<file path="src/rtl/flush_pkg.sv">
package flush_pkg;

  typedef enum logic [1:0] {
    KIND_FREE      = 2'd0,
    KIND_ADDR      = 2'd1,
    KIND_VLAN      = 2'd2,
    KIND_VLAN_ADDR = 2'd3
  } entry_kind_e;

  typedef enum logic [1:0] {
    WALK_IDLE = 2'd0,
    WALK_RD   = 2'd1,
    WALK_WR   = 2'd2
  } walk_state_e;

  function automatic logic kind_has_addr(input logic [1:0] kind);
    return (kind == KIND_ADDR) || (kind == KIND_VLAN_ADDR);
  endfunction

endpackage

</file>
<file path="src/rtl/flush_walker.sv">
module flush_walker #(
  parameter int ENTRIES = 16,
  parameter int PMW = 3,
  localparam int IDX_W = (ENTRIES > 1) ? $clog2(ENTRIES) : 1
) (
  input  logic             clk,
  input  logic             rst_n,
  input  logic             start_i,
  input  logic [PMW-1:0]   mask_i,
  output logic             busy_o,
  output logic             done_o,
  output logic             rd_phase_o,
  output logic             wr_phase_o,
  output logic [IDX_W-1:0] idx_o,
  output logic [PMW-1:0]   mask_q_o
);
  import flush_pkg::*;

  localparam logic [IDX_W-1:0] LAST_IDX = IDX_W'(ENTRIES - 1);

  walk_state_e      state_q;
  logic [IDX_W-1:0] idx_q;
  logic [PMW-1:0]   mask_q;
  logic             done_q;
  logic             accept;
  logic             at_last;

  assign accept  = start_i && (state_q == WALK_IDLE);
  assign at_last = (idx_q == LAST_IDX);

  always_ff @(posedge clk or negedge rst_n) begin
    if (!rst_n) begin
      state_q <= WALK_IDLE;
      idx_q   <= '0;
      mask_q  <= '0;
      done_q  <= 1'b0;
    end else begin
      done_q <= 1'b0;
      case (state_q)
        WALK_IDLE: begin
          if (accept) begin
            mask_q  <= mask_i;
            idx_q   <= '0;
            state_q <= WALK_RD;
          end
        end
        WALK_RD: state_q <= WALK_WR;
        WALK_WR: begin
          if (at_last) begin
            state_q <= WALK_IDLE;
            done_q  <= 1'b1;
          end else begin
            idx_q   <= idx_q + 1'b1;
            state_q <= WALK_RD;
          end
        end
        default: state_q <= WALK_IDLE;
      endcase
    end
  end

  assign busy_o     = (state_q != WALK_IDLE);
  assign done_o     = done_q;
  assign rd_phase_o = (state_q == WALK_RD);
  assign wr_phase_o = (state_q == WALK_WR);
  assign idx_o      = idx_q;
  assign mask_q_o   = mask_q;

endmodule

</file>
<file path="src/rtl/flush_entry_xform.sv">
module flush_entry_xform #(
  parameter int MAC_W = 48,
  parameter int EXT_PORTS = 2,
  localparam int PMW = EXT_PORTS + 1,
  localparam int PNW = (PMW > 1) ? $clog2(PMW) : 1,
  localparam int KIND_LSB = MAC_W,
  localparam int GRP_BIT = MAC_W + 2,
  localparam int MEM_LSB = MAC_W + 3,
  localparam int OWN_LSB = MEM_LSB + PMW,
  localparam int ENTRY_W = OWN_LSB + PNW
) (
  input  logic [ENTRY_W-1:0] entry_i,
  input  logic [PMW-1:0]     mask_i,
  output logic [ENTRY_W-1:0] entry_o,
  output logic               examined_o
);
  import flush_pkg::*;

  localparam logic [PMW-1:0] HOST_BIT = PMW'(1) << EXT_PORTS;

  function automatic logic owner_hit(input logic [PNW-1:0] owner,
                                     input logic [PMW-1:0] mask);
    logic [PMW-1:0] sel;
    sel = PMW'(1) << owner;
    return |(sel & mask);
  endfunction

  function automatic logic [PMW-1:0] prune(input logic [PMW-1:0] members,
                                           input logic [PMW-1:0] mask);
    return members & ~mask;
  endfunction

  function automatic logic host_only(input logic [PMW-1:0] members);
    return members == HOST_BIT;
  endfunction

  logic [1:0]     kind;
  logic           grp;
  logic [PMW-1:0] members;
  logic [PMW-1:0] left;
  logic [PNW-1:0] owner;

  always_comb begin
    kind       = entry_i[KIND_LSB +: 2];
    grp        = entry_i[GRP_BIT];
    members    = entry_i[MEM_LSB +: PMW];
    owner      = entry_i[OWN_LSB +: PNW];
    left       = prune(members, mask_i);
    examined_o = kind_has_addr(kind);
    entry_o    = entry_i;
    if (examined_o) begin
      if (grp) begin
        if (|(members & mask_i)) begin
          if (host_only(left)) entry_o[KIND_LSB +: 2] = KIND_FREE;
          else                 entry_o[MEM_LSB +: PMW] = left;
        end
      end else if (owner_hit(owner, mask_i)) begin
        entry_o[KIND_LSB +: 2] = KIND_FREE;
      end
    end
  end

endmodule

</file>
<file path="src/rtl/flush_engine.sv">
module flush_engine #(
  parameter int MAC_W = 48,
  parameter int EXT_PORTS = 2,
  parameter int ENTRIES = 16,
  localparam int PMW = EXT_PORTS + 1,
  localparam int PNW = (PMW > 1) ? $clog2(PMW) : 1,
  localparam int ENTRY_W = MAC_W + 3 + PMW + PNW,
  localparam int IDX_W = (ENTRIES > 1) ? $clog2(ENTRIES) : 1
) (
  input  logic               clk,
  input  logic               rst_n,
  input  logic               flush_start,
  input  logic [PMW-1:0]     flush_mask,
  output logic               flush_busy,
  output logic               flush_done,
  output logic [IDX_W-1:0]   tbl_addr,
  output logic               tbl_rd_en,
  input  logic [ENTRY_W-1:0] tbl_rd_data,
  output logic               tbl_wr_en,
  output logic [ENTRY_W-1:0] tbl_wr_data
);

  logic           walk_rd;
  logic           walk_wr;
  logic [PMW-1:0] walk_mask;
  logic           entry_examined;
  logic [ENTRY_W-1:0] entry_next;

  flush_walker #(.ENTRIES(ENTRIES), .PMW(PMW)) walker_i (
    .clk       (clk),
    .rst_n     (rst_n),
    .start_i   (flush_start),
    .mask_i    (flush_mask),
    .busy_o    (flush_busy),
    .done_o    (flush_done),
    .rd_phase_o(walk_rd),
    .wr_phase_o(walk_wr),
    .idx_o     (tbl_addr),
    .mask_q_o  (walk_mask)
  );

  flush_entry_xform #(.MAC_W(MAC_W), .EXT_PORTS(EXT_PORTS)) xform_i (
    .entry_i   (tbl_rd_data),
    .mask_i    (walk_mask),
    .entry_o   (entry_next),
    .examined_o(entry_examined)
  );

  assign tbl_rd_en   = walk_rd;
  assign tbl_wr_en   = walk_wr && entry_examined;
  assign tbl_wr_data = entry_next;

endmodule

</file>
<file path="config.mk">
export PLATFORM = sky130hd
export DESIGN_NAME = flush_engine
export DESIGN_NICKNAME = d
export VERILOG_FILES = /design/src/rtl/flush_pkg.sv /design/src/rtl/flush_walker.sv /design/src/rtl/flush_entry_xform.sv /design/src/rtl/flush_engine.sv
export SDC_FILE = /design/constraint.sdc
export NUM_CORES = 1
export LEC_CHECK = 0
export BUFFER_PORTS_ARGS = -buffer_cell sky130_fd_sc_hd__buf_2
export CELL_PAD_IN_SITES_DETAIL_PLACEMENT = 0
export CELL_PAD_IN_SITES_GLOBAL_PLACEMENT = 2
export CORE_AREA = 4 4 88 90
export DETAILED_ROUTE_END_ITERATION = 10
export DIE_AREA = 0 0 92 94
export GPL_ROUTABILITY_DRIVEN = 1
export PLACE_DENSITY = 0.76
export SLEW_MARGIN = 20
export SYNTH_ARGS = -nofsm -noshare
export SYNTH_HDL_FRONTEND = slang
export SYNTH_HIERARCHICAL = 1
export SYNTH_SLANG_ARGS = --single-unit
</file>
<file path="constraint.sdc">
create_clock -name clk -period 1.8 [get_ports clk]
set_input_delay 0.18 -clock clk [delete_from_list [all_inputs] [get_ports clk]]
set_output_delay 0.18 -clock clk [all_outputs]
set_load 0.03 [all_outputs]
</file>
# ---- Yosys cells after proc, flatten, opt, wreduce, memory -nomap -nowiden
# Cells that the tools add are included.
dict set report word_totals {
  reg_bits 10
  output_inout_bits 64
  wordCells 45
}
dict set report op_classes {
  add_sub_neg 1
  eq_ne 8
  shift 1
  mux 17
  bitwise_logic 4
  reduce_logical 10
}
# cell count
set ops {}
lappend ops {{$mux W2} 6}
lappend ops {{$mux W3} 4}
lappend ops {{$and A3 B3 Y3} 3}
lappend ops {{$mux W4} 2}
lappend ops {{$pmux W4 S2} 1}
lappend ops {{$pmux W2 S3} 1}
lappend ops {{$reduce_or A3 Y1} 2}
lappend ops {{$add A4 B1 Y4 const B} 1}
lappend ops {{$eq A2 B1 Y1 const B} 2}
lappend ops {{$eq A2 B2 Y1 const B} 2}
lappend ops {{$eq A4 B4 Y1 const B} 1}
lappend ops {{$reduce_bool A2 Y1} 2}
lappend ops {{$eq A3 B3 Y1 const B} 1}
lappend ops {{$mux W1} 3}
lappend ops {{$not A3 Y3} 1}
lappend ops {{$reduce_and A3 Y1} 1}
lappend ops {{$shl A1 B2 Y3 const A} 1}
lappend ops {{$logic_and A1 B1 Y1} 2}
lappend ops {{$logic_not A2 Y1} 1}
lappend ops {{$ne A2 B1 Y1 const B} 1}
lappend ops {{$ne A2 B2 Y1 const B} 1}
lappend ops {{$reduce_and A2 Y1} 1}
lappend ops {{$logic_or A1 B1 Y1} 1}

# ---- Longest topological paths before layout
# Gate-level depths: netlist (run 1).
dict set report depth {
  depth_word 7
  ltp_mapped 4
}

# ---- Cells and area by module
# The synthesis (run 1) kept the hierarchy.
# module n_inst cells_per_inst area_per_inst_um2 seq_area_each_um2
set modules_own_cells {}
lappend modules_own_cells {flush_entry_xform 1 72 516.7 0.0}
lappend modules_own_cells {flush_walker 1 42 509.2 250.2}
lappend modules_own_cells {flush_engine 1 1 6.3 0.0}

# ---- Least setup slack after synthesis (run 1)
# OpenSTA, ideal clock, no wires.
dict set report synth_timing {
  path_kind {reg2reg}
  startpoint {reg walker_i.idx_q[0] (netlist: walker_i/idx_o[0])}
  endpoint {reg walker_i.idx_q[1] (netlist: walker_i/idx_o[1])}
  arrival_time_ps 1353
  required_ps 1679
  setup_slack_ps 326
  stages_incl_launch_ff 5
  period_less_slack_ps 1474
  path_cell_list {dfrtp_1 > ha_1 > and3_4 > a22o_1 > a22o_1}
}
dict set report synth_via {
  elab_chain_cells 3
  elab_cells_between_ends 6
  cone_classes {add/sub: 1; eq/ne: 2; mux: 2; reduce/logical: 1}
}
# element line_no
set synth_lines {}
lappend synth_lines {{start, declared} flush_walker.sv:22} ;# logic [IDX_W-1:0] idx_q;
lappend synth_lines {{start signal, assigned} flush_walker.sv:53} ;# idx_q <= idx_q + 1'b1;
lappend synth_lines {{$add A4 B1 Y4 / $eq A4 B4 Y1 (equally long branches)} {flush_walker.sv:53, flush_walker.sv:29}}
lappend synth_lines {{$mux W4 / $ne A2 B2 Y1 (equally long branches)} n/a}
lappend synth_lines {{$pmux W4 S2 / $reduce_and A3 Y1 (equally long branches)} n/a}
# Several ways; a longest one is shown, not always the timed one. The select of a mux whose other input is x is not followed.
# A chain may end at the register's enable or synchronous reset.

# ---- Worst setup path in the final report (run 1)
dict set report layout_timing {
  startpoint {reg walker_i.mask_q[2] (netlist: walker_i/mask_q_o[2])}
  endpoint {out tbl_wr_data[49]}
}
dict set report layout_via {
  elab_chain_cells 7
  elab_cells_between_ends 12
  cone_classes {eq/ne: 1; mux: 5; bitwise: 4; reduce/logical: 2}
}
# element line_no
set layout_lines {}
lappend layout_lines {{start, declared} flush_walker.sv:23} ;# logic [PMW-1:0] mask_q;
lappend layout_lines {{start signal, assigned} flush_walker.sv:42} ;# mask_q <= mask_i;
lappend layout_lines {{$not A3 Y3} flush_entry_xform.sv:30} ;# return members & ~mask;
lappend layout_lines {{$and A3 B3 Y3} flush_entry_xform.sv:30}
lappend layout_lines {{$eq A3 B3 Y1} flush_entry_xform.sv:34} ;# return members == HOST_BIT;
lappend layout_lines {{$mux W2} flush_entry_xform.sv:54} ;# if (host_only(left)) entry_o[KIND_LSB +: 2] = KIND_FREE;
lappend layout_lines {{$mux W2} flush_entry_xform.sv:53} ;# if (|(members & mask_i)) begin
lappend layout_lines {{$mux W2 (*)} flush_entry_xform.sv:52} ;# if (grp) begin
lappend layout_lines {{$mux W2 (*)} flush_entry_xform.sv:51} ;# if (examined_o) begin
lappend layout_lines {{end, declared} flush_engine.sv:20} ;# output logic [ENTRY_W-1:0] tbl_wr_data
# Mark *: on every way between the ends. The rest lies on a longest branch, timed or not.

==> qor.csv, run 1 <==
stage,metric,value,unit
status,status,completed,
yosys,"area leader, netlist",buf_4,
yosys,compound-gate portion of the synthesized area,0.126,
floorplan,area of the core,7060,sq um
clock_network,CTS tree,yes,
drt,max layer used,met4,
hold_path,hold crit path type,in2reg,
worst_setup_path,Crit. path cell count,3,
drt,wl on met1,867,microns
placement,Placed Cells,189,
finish,share of cells above drive strength 1,0.474,
yosys,Synth Area in Simple Gates,0.143,
worst_setup_path,crit-path cells,o41ai_2 -> a31oi_1 -> buf_2,
drt,Routed met2 length,650,microns
drt,drt via density,3.04,
sta,Final setup viols,0,
hold_path,cell depth of the worst min-delay path,2,
floorplan,Cell Rows,31,
worst_setup_path,"Max stage delay cell, worst path",dfrtp_1,
clock_network,root buf cell,clkbuf_8,
sta,Final Hold Viols,0,
sta,skew final,0.00106,ns
finish,Layout Utilization,0.136,
yosys,register bit count reported by yosys,10,
yosys,syn nets,178,
drt,wire per inst,9.64,microns
finish,register area,250,sq um
drt,DR iter-0 viols,48,
clock_network,CTS resizes,0,
floorplan,Die Width,92,microns
finish,Fill cells,820,
yosys,average size of a mapped cell,8.98,sq um
global_routing,GRT Total Usage,0.0447,
drt,Via Count,590,
drt,"antenna viol nets, final",0,
worst_setup_path,Max stage delay on crit path,0.42,ns
yosys,post-synthesis adder-cell area fraction,0.0121,
worst_setup_path,crit path max fanout,5,
sta,setup TNS,0,ns
power_and_ir_drop,P_leak,0.451,nW
clock_network,CTS Sinks,10,
global_routing,largest net degree at the start of global routing,11,
worst_setup_path,FF-to-FF path depth,4,
drt,drt drc,0,
yosys,Syn Inst Count,115,
worst_setup_path,Worst Setup Path Type,reg2out,
worst_setup_path,CP arrival,1.35,ns
finish,area of the multi-input gates,354,sq um
yosys,Synth Cell Area,1030,sq um
global_routing,vias in the first global route,630,
floorplan,DIE HEIGHT,94,microns
finish,ant diodes,0,
clock_network,cts bufs inserted,3,
worst_setup_path,Top Family by Delay on Critical Path,compound AO/OA/AOI/OAI gates,
sta,RSZ-0062 raised after global routing,false,
yosys,Syn. warnings,6,
sta,Max-slew headroom,0.737,
worst_setup_path,Critical Path RT,1.62,ns
yosys,Yosys top cell area share,0.378,
global_routing,Overflow after GRT,0,
sta,Worst-Margin Slew,0.395,ns
floorplan,Initial Utilization,0.146,
placement,hpwl dp,1490,microns
sta,fin crit share,0.852,
yosys,xor/xnor share of the synthesized area,0,
yosys,Yosys cell types,33,
drt,WL met3,333,microns
placement,pre-CTS setup slack,0.408,ns
power_and_ir_drop,Pwr per Cell Area,1340,nW/um^2
yosys,Area contributors post-synth,"buf_4 (38%), dfrtp_1 (24%), mux2_2 (3.3%), mux2i_1 (2.9%), a31oi_1 (2.4%)",
worst_setup_path,Crit. End Element,output port,
drt,drt total wl,1870,microns
run,maxcap violations,0,
yosys,multiplexer area fraction after synthesis,0.0618,
global_routing,initial antenna violation count,0,
finish,Non-Filler Instances,194,
yosys,main combinational cell family by area after synthesis,buffers and inverters,
floorplan,full die area,8650,sq um
sta,Setup WS post-layout,0.266,ns
clock_network,Bufs on Longest Clock Path,2,
sta,Max Clk Rate,652,MHz
floorplan,I/O pin count,126,
sta,Slew Limit Fails,0,
worst_setup_path,CP bufs+invs,1,
worst_setup_path,critical path startpoint category,register,
clock_network,"Clk pin slew, worst setup/hold paths",0.05,ns
drt,Pre-Repair DR Iteration Count,4,
sta,Final min period,1.53,ns
global_routing,first-pass GRT wire length,3030,microns
finish,P&R area growth vs syn,-6.91,%
clock_network,H-tree depth,1,
yosys,sequential share of the synthesized area,0.242,
finish,# nets final,159,
power_and_ir_drop,worst vdd ir,0.255,mV
placement,GPL Wtd Cong,0.719,
clock_network,Clock Latency Late Sink,0.23,ns
placement,Port Buffer Count,29,
per-stage QoR:
stage | area [sq um] | total power [W] | hold WS [ns]
global route | 961 | 0.00140 | 0.187
CTS | 961 | 0.00131 | 0.180
finish | 961 | 0.00129 | 0.183
global placement | 896 | 0.00103 | 0.0550
detailed placement | 896 | 0.00102 | 0.0561
floorplan | 1030 | 0.00109 | -0.116
synth_stat cells (all sizes together):
cell type / number
dfrtp: 10
and2b: 2
nand2: 1
nand4: 1
nand2b: 2
nor2: 2
and2: 3
mux2: 3
and3: 1
a21oi: 4
nand3: 1
nor2b: 3
a22o: 2
o211ai: 2
inv: 6
buf: 53
a31oi: 4
o41ai: 1
nand4b: 1
ha: 1
or2: 1
nand3b: 1
o21ai: 3
mux2i: 3
clkbuf: 1
o21bai: 1
o22ai: 1
a21boi: 1
what timing repair did:
item,CTS,global route
endpoints found under the hold margin,10,0
hold buffers,1,0
buffers inserted,0,0
cell usage in the layout (no fill, tap or decap):
cell type      netlist  layout
or2_2                1       1
o211ai_1             2       2
nor2b_4              1       1
ha_1                 1       1
and2_2               1       1
and2b_2              2       2
o22ai_1              1       1
dlygate4sd3_1        0       1
nand4b_1             1       1
o41ai_2              1       1
nand3_1              1       1
nor2_1               1       1
dfrtp_1             10      10
a31oi_1              4       4
nor2b_1              2       2
mux2i_1              3       3
o21bai_1             1       1
nand4_1              1       1
o21ai_0              3       3
a21oi_1              4       4
and3_4               1       1
nand2b_4             1       1
nor2_4               1       1
a21boi_1             1       1
inv_1                6       6
and2_1               2       2
clkbuf_8             0       4
mux2_2               3       3
nand2b_1             1       1
nand3b_1             1       1
a22o_1               2       2
buf_2                0      29
nand2_1              1       1
report_power, final:
part	switching, W	internal [W]
logic	0.000320	0.000248
clock network	0.0000858	0.000192
registers	0.000138	0.000307
total	0.000544	0.000747
per-layer routing:
metal	vias up	global-route usage
li1	292	-
met1	259	0.0532
met2	35	0.0554
met3	4	0.0337
met4	0	0.0272
met5	-	0
cell families after synthesis:
family,after synthesis
flip-flops,10
buffers and inverters,60
AND/OR/NAND/NOR,19
adder cells (fa/ha/maj),1
multiplexers,6
AO/OA/AOI/OAI,19
state kept, by name (all words and copies together) (netlist names):
name and flops:
walker_i/idx_o 4, walker_i/done_o 1, walker_i/mask_q_o 3, walker_i/state_q 2
worst paths after layout:
kind,to,from,slack (ns)
max,tbl_wr_data[49],walker_i/mask_q_o[2],0.27
min,walker_i/mask_q_o[0],flush_mask[0],0.18
max reg2reg,walker_i/idx_o[1],walker_i/idx_o[0],0.40
min reg2reg,walker_i/mask_q_o[1],walker_i/mask_q_o[1],0.59
max in group asynchronous,walker_i/state_q[0],rst_n,1.25
min in group asynchronous,walker_i/mask_q_o[2],rst_n,0.36
cell type report:
type                       count  area share
clock buffer                   4      0.0573
inverter                       6      0.0234
multi-input combinational     45       0.368
sequential                    10       0.260
tap                           99       0.129
timing repair buffer          30       0.161
(Power assumes the default switching activity.)
==> run 2: changes to the inputs <==
Settings changed: PLACE_DENSITY 0.76 to not set, PLACE_DENSITY_LB_ADDON set to 0.1.
==> run 2 against run 1 <==
  * Setup slack got worse by 0.051 ns
  * Total power increased by 1.6%
  * Routed wire length up 22%
  * Maximum frequency decreased by 3.2%
  * Sequential cell count stayed put
  * Clock power up 2%
  * Combinational power grew 2%
  * Count of clock-buffer cells in the layout stayed put
  * Highest routed layer unchanged
==> qor.csv, run 2 (synthesis results as in run 1) <==
stage,metric,value,unit
floorplan,Die Width,92,microns
drt,"antenna viol nets, final",0,
drt,Pre-Repair DR Iteration Count,4,
power_and_ir_drop,Sw Ratio,0.431,
worst_setup_path,Critical Path RT,1.62,ns
placement,Port Buffer Count,29,
worst_setup_path,Crit. End Element,output port,
sta,fin crit share,0.880,
global_routing,vias in the first global route,698,
finish,most frequent cells in the layout,"buf_2 (29), dfrtp_1 (10), inv_1 (6)",
sta,Final min period,1.58,ns
power_and_ir_drop,PnR Total Power,0.00131,W
drt,WL met3,281,microns
clock_network,post-CTS setup buffers,0,
power_and_ir_drop,cell internal pwr,0.000746,W
finish,P&R area growth vs syn,-6.91,%
placement,hpwl dp,1860,microns
sta,RSZ-0062 raised after global routing,false,
clock_network,Clock Latency Late Sink,0.23,ns
sta,Slew Limit Fails,0,
power_and_ir_drop,Pwr per Cell Area,1370,nW/um^2
drt,max layer used,met4,
sta,Max Clk Rate,631,MHz
finish,Non-Filler Instances,194,
floorplan,Initial Utilization,0.146,
global_routing,first-pass GRT wire length,3640,microns
floorplan,full die area,8650,sq um
sta,Max-slew headroom,0.731,
clock_network,cts bufs inserted,3,
clock_network,CTS Sinks,10,
drt,Via Count,664,
worst_setup_path,crit path max fanout,5,
finish,share of cells above drive strength 1,0.474,
worst_setup_path,Worst Setup Path Type,reg2out,
drt,wire per inst,11.8,microns
power_and_ir_drop,worst vdd ir,0.285,mV
clock_network,CTS resizes,0,
drt,Routed met2 length,949,microns
placement,Placed Cells,189,
worst_setup_path,CP arrival,1.40,ns
hold_path,hold crit path type,in2reg,
finish,"most common cell after layout, fill and taps aside",buf_2,
finish,# nets final,159,
global_routing,Overflow after GRT,0,
floorplan,DIE HEIGHT,94,microns
floorplan,Cell Rows,31,
worst_setup_path,critical path startpoint category,register,
sta,Worst-Margin Slew,0.403,ns
drt,drt drc,0,
clock_network,CTS tree,yes,
status,status,completed,
global_routing,GRT Total Usage,0.0532,
floorplan,I/O pin count,126,
power_and_ir_drop,P_leak,0.451,nW
floorplan,area of the core,7060,sq um
power_and_ir_drop,Clk pwr share,0.216,
placement,GPL Wtd Cong,0.657,
sta,Final Hold Viols,0,
power_and_ir_drop,Comb power frac,0.439,
clock_network,root buf cell,clkbuf_8,
clock_network,"Clk pin slew, worst setup/hold paths",0.05,ns
finish,max reg flops,4,
power_and_ir_drop,Sequential Power Share,0.345,
drt,drt total wl,2290,microns
clock_network,Bufs on Longest Clock Path,2,
sta,Final setup viols,0,
sta,skew final,0.00122,ns
run,maxcap violations,0,
clock_network,H-tree depth,1,
drt,wl on met1,993,microns
global_routing,largest net degree at the start of global routing,11,
drt,drt via density,3.42,
power_and_ir_drop,P_sw,0.000566,W
finish,Fill cells,831,
finish,ant diodes,0,
sta,setup TNS,0,ns
drt,DR iter-0 viols,20,
global_routing,initial antenna violation count,0,
==> run 2: cell counts in the layout (fill, tap and decap cells not counted) <==
Identical to the previous run, type by type.
==> run 2: area by class of cell <==
type | count | area, sq um | area share
tap | 99 | 124 | 0.129
timing repair buffer | 30 | 155 | 0.161
inverter | 6 | 22.5 | 0.0234
sequential | 10 | 250 | 0.260
multi-input combinational | 45 | 354 | 0.368
clock buffer | 4 | 55.1 | 0.0573
==> run 2: power groups by stage <==
| stage | sequential [W] | clock (W) | combinational, W |
|---|---|---|---|
| final | 0.000453 | 0.000283 | 0.000576 |
| after global routing | 0.000479 | 0.000311 | 0.000630 |
| after CTS | 0.000460 | 0.000295 | 0.000591 |
| after detailed placement | 0.000461 | 0 | 0.000587 |
| after global placement | 0.000467 | 0 | 0.000597 |
| after floorplan | 0.000435 | 0 | 0.000653 |
==> run 2: worst max-delay path, stage by stage (launching register included) <==
cell	delay, ns
dfrtp_1	0.43
o41ai_2	0.43
a31oi_1	0.12
buf_2	0.19
==> run 2: timing repair <==
item	in CTS	in global routing
setup endpoints to repair	0	0
hold endpoints to repair	10	0
hold buffers	1	0
==> run 2: per-stage QoR <==
stage | setup WS [ns] | hold WS [ns] | area [sq um] | utilization
2_1_floorplan | 0.326 | -0.116 | 1030 | -
5_1_grt | 0.101 | 0.178 | 961 | 0.136
4_1_cts | 0.188 | 0.181 | 961 | 0.136
6_report | 0.215 | 0.184 | 961 | 0.136
3_5_place_dp | 0.403 | 0.0708 | 896 | 0.127
3_3_place_gp | 0.415 | 0.0782 | 896 | 0.127
==> run 2: metal layers <==
layer  GRT usage  up-vias
met1      0.0635      296
met4      0.0248        0
met5           0        -
met2      0.0766       59
li1            -      291
met3      0.0304       18
==> run 2: worst paths after layout <==
check                                     start              endpoint  slack (ns)  depth (start not counted)
min reg2reg                   walker_i/idx_o[1]     walker_i/idx_o[1]        0.59                          1
min                               flush_mask[0]  walker_i/mask_q_o[0]        0.18                          2
min in group asynchronous                 rst_n     walker_i/idx_o[2]        0.34                          2
max in group asynchronous                 rst_n  walker_i/mask_q_o[0]        1.26                          2
max                        walker_i/mask_q_o[2]       tbl_wr_data[49]        0.22                          3
max reg2reg                   walker_i/idx_o[0]     walker_i/idx_o[1]        0.39                          4
==> run 3: changes to the inputs <==
Settings changed: CTS_BUF_LIST set to sky130_fd_sc_hd__clkbuf_16.
==> run 3 against run 2 <==
  * Sequential cell count unchanged
  * Largest power group unchanged
  * Cell count unchanged
  * Critical path depth unchanged
  * Setup slack improved by 0.0016 ns
  * Critical endpoint unchanged
  * Count of clock-buffer cells in the layout decreased by 1
  * Largest cell class unchanged
  * First-iteration DRC count decreased by 15%
  * Sequential power about the same
  * Die area unchanged
==> qor.csv, run 3 (synthesis results as in run 1) <==
stage,metric,value,unit
hold_path,hold crit path type,in2reg,
placement,hpwl dp,1860,microns
hold_path,Hold Path Sink,walker_i/mask_q_o[0],
sta,Max Clk Rate,632,MHz
worst_setup_path,Worst Setup Path Type,reg2out,
worst_setup_path,FF-to-FF path depth,4,
finish,max reg flops,4,
drt,drt drc,0,
drt,DR iter-0 viols,17,
clock_network,Clock Latency Late Sink,0.23,ns
drt,wire per inst,11.9,microns
drt,Via Count,660,
global_routing,vias in the first global route,701,
global_routing,GRT Total Usage,0.0539,
finish,"most common cell after layout, fill and taps aside",buf_2,
power_and_ir_drop,P_leak,0.461,nW
sta,RSZ-0062 raised after global routing,false,
power_and_ir_drop,Sequential Power Share,0.318,
power_and_ir_drop,worst vdd ir,0.349,mV
status,status,completed,
drt,Pre-Repair DR Iteration Count,4,
sta,setup TNS,0,ns
floorplan,I/O pin count,126,
power_and_ir_drop,Clk pwr share,0.279,
run,maxcap violations,0,
clock_network,cts bufs inserted,3,
worst_setup_path,CP arrival,1.40,ns
clock_network,CTS tree,yes,
sta,Final setup viols,0,
power_and_ir_drop,Sw Ratio,0.408,
drt,drt via density,3.40,
drt,drt total wl,2310,microns
global_routing,largest net degree at the start of global routing,11,
finish,P&R area growth vs syn,-4.61,%
placement,GPL Wtd Cong,0.657,
worst_setup_path,R2R Path Start,walker_i/idx_o[0],
clock_network,"Clk pin slew, worst setup/hold paths",0.04,ns
power_and_ir_drop,PnR Total Power,0.00143,W
clock_network,root buf cell,clkbuf_16,
sta,Final Hold Viols,0,
power_and_ir_drop,P_sw,0.000583,W
sta,Worst-Margin Slew,0.405,ns
floorplan,Die Width,92,microns
finish,share of cells above drive strength 1,0.463,
sta,Fin Hold WS,0.183,ns
sta,Slew Limit Fails,0,
floorplan,full die area,8650,sq um
global_routing,first-pass GRT wire length,3650,microns
finish,# nets final,159,
finish,ant diodes,0,
floorplan,DIE HEIGHT,94,microns
power_and_ir_drop,Comb power frac,0.404,
global_routing,initial antenna violation count,0,
global_routing,Overflow after GRT,0,
sta,fin crit share,0.880,
hold_path,hold_sp,flush_mask[0],
worst_setup_path,critical path startpoint category,register,
drt,"antenna viol nets, final",0,
placement,pre-CTS setup slack,0.403,ns
power_and_ir_drop,cell internal pwr,0.000846,W
worst_setup_path,reg2reg end,walker_i/idx_o[1],
floorplan,Initial Utilization,0.146,
sta,skew final,0.00140,ns
worst_setup_path,Worst R2R Setup Slack,0.39,ns
clock_network,CTS Sinks,10,
clock_network,post-CTS setup buffers,0,
sta,Setup WS post-layout,0.217,ns
worst_setup_path,Crit. End Element,output port,
finish,Layout Utilization,0.139,
clock_network,Bufs on Longest Clock Path,2,
floorplan,area of the core,7060,sq um
hold_path,cell depth of the worst min-delay path,2,
floorplan,Cell Rows,31,
finish,most frequent cells in the layout,"buf_2 (29), dfrtp_1 (10), inv_1 (6), a21oi_1 (4), a31oi_1 (4)",
power_and_ir_drop,Pwr per Cell Area,1450,nW/um^2
placement,Port Buffer Count,29,
sta,Max-slew headroom,0.730,
clock_network,H-tree depth,1,
worst_setup_path,crit path max fanout,5,
worst_setup_path,Critical Path RT,1.62,ns
sta,Final min period,1.58,ns
==> run 3: worst max-delay path by stage <==
stage                    startpoint                end  slack [ns]  cells past startpoint
5_1_grt        walker_i/mask_q_o[0]    tbl_wr_data[49]        0.11                      4
3_3_place_gp      walker_i/idx_o[0]  walker_i/idx_o[1]        0.42                      4
6_report       walker_i/mask_q_o[2]    tbl_wr_data[49]        0.22                      3
2_1_floorplan     walker_i/idx_o[0]  walker_i/idx_o[1]        0.33                      4
3_5_place_dp      walker_i/idx_o[0]  walker_i/idx_o[1]        0.40                      4
4_1_cts        walker_i/mask_q_o[2]    tbl_wr_data[49]        0.19                      3
==> run 3: power groups by stage <==
stage          Combinational [W]  Clock, W  Sequential, W
2_1_floorplan           0.000653         0       0.000435
3_3_place_gp            0.000597         0       0.000467
3_5_place_dp            0.000587         0       0.000461
4_1_cts                 0.000591  0.000409       0.000461
5_1_grt                 0.000630  0.000425       0.000480
6_report                0.000577  0.000398       0.000454
==> run 3: routing by layer <==
metal	track usage	part of all wire	vias to the layer above
li1	-	-	294
met1	0.0640	0.44	295
met2	0.0766	0.41	55
met3	0.0304	0.12	16
met4	0.0285	0.027	0
met5	0	0	-
==> run 3: cell type report <==
class | instances | area [sq um]
clock buffer | 3 | 75.1
timing repair buffer | 30 | 155
sequential | 10 | 250
tap | 99 | 124
multi-input combinational | 45 | 354
clock inverter | 1 | 3.75
inverter | 6 | 22.5
fill | 835 | 6070
==> run 3: critical path: stages, from the launching register on <==
cell and delay (ns):
dfrtp_1 0.42, o41ai_2 0.43, a31oi_1 0.12, buf_2 0.19
==> run 3: stage by stage <==
stage	std cells	instance area (sq um)
3_5_place_dp	189	896
3_3_place_gp	189	896
2_1_floorplan	115	1030
4_1_cts	194	985
6_report	194	985
5_1_grt	194	985
==> run 3: what timing repair did <==
action	4_1_cts	5_1_grt
resized for setup	0	0
hold buffers	1	0
hold endpoints to repair	10	0
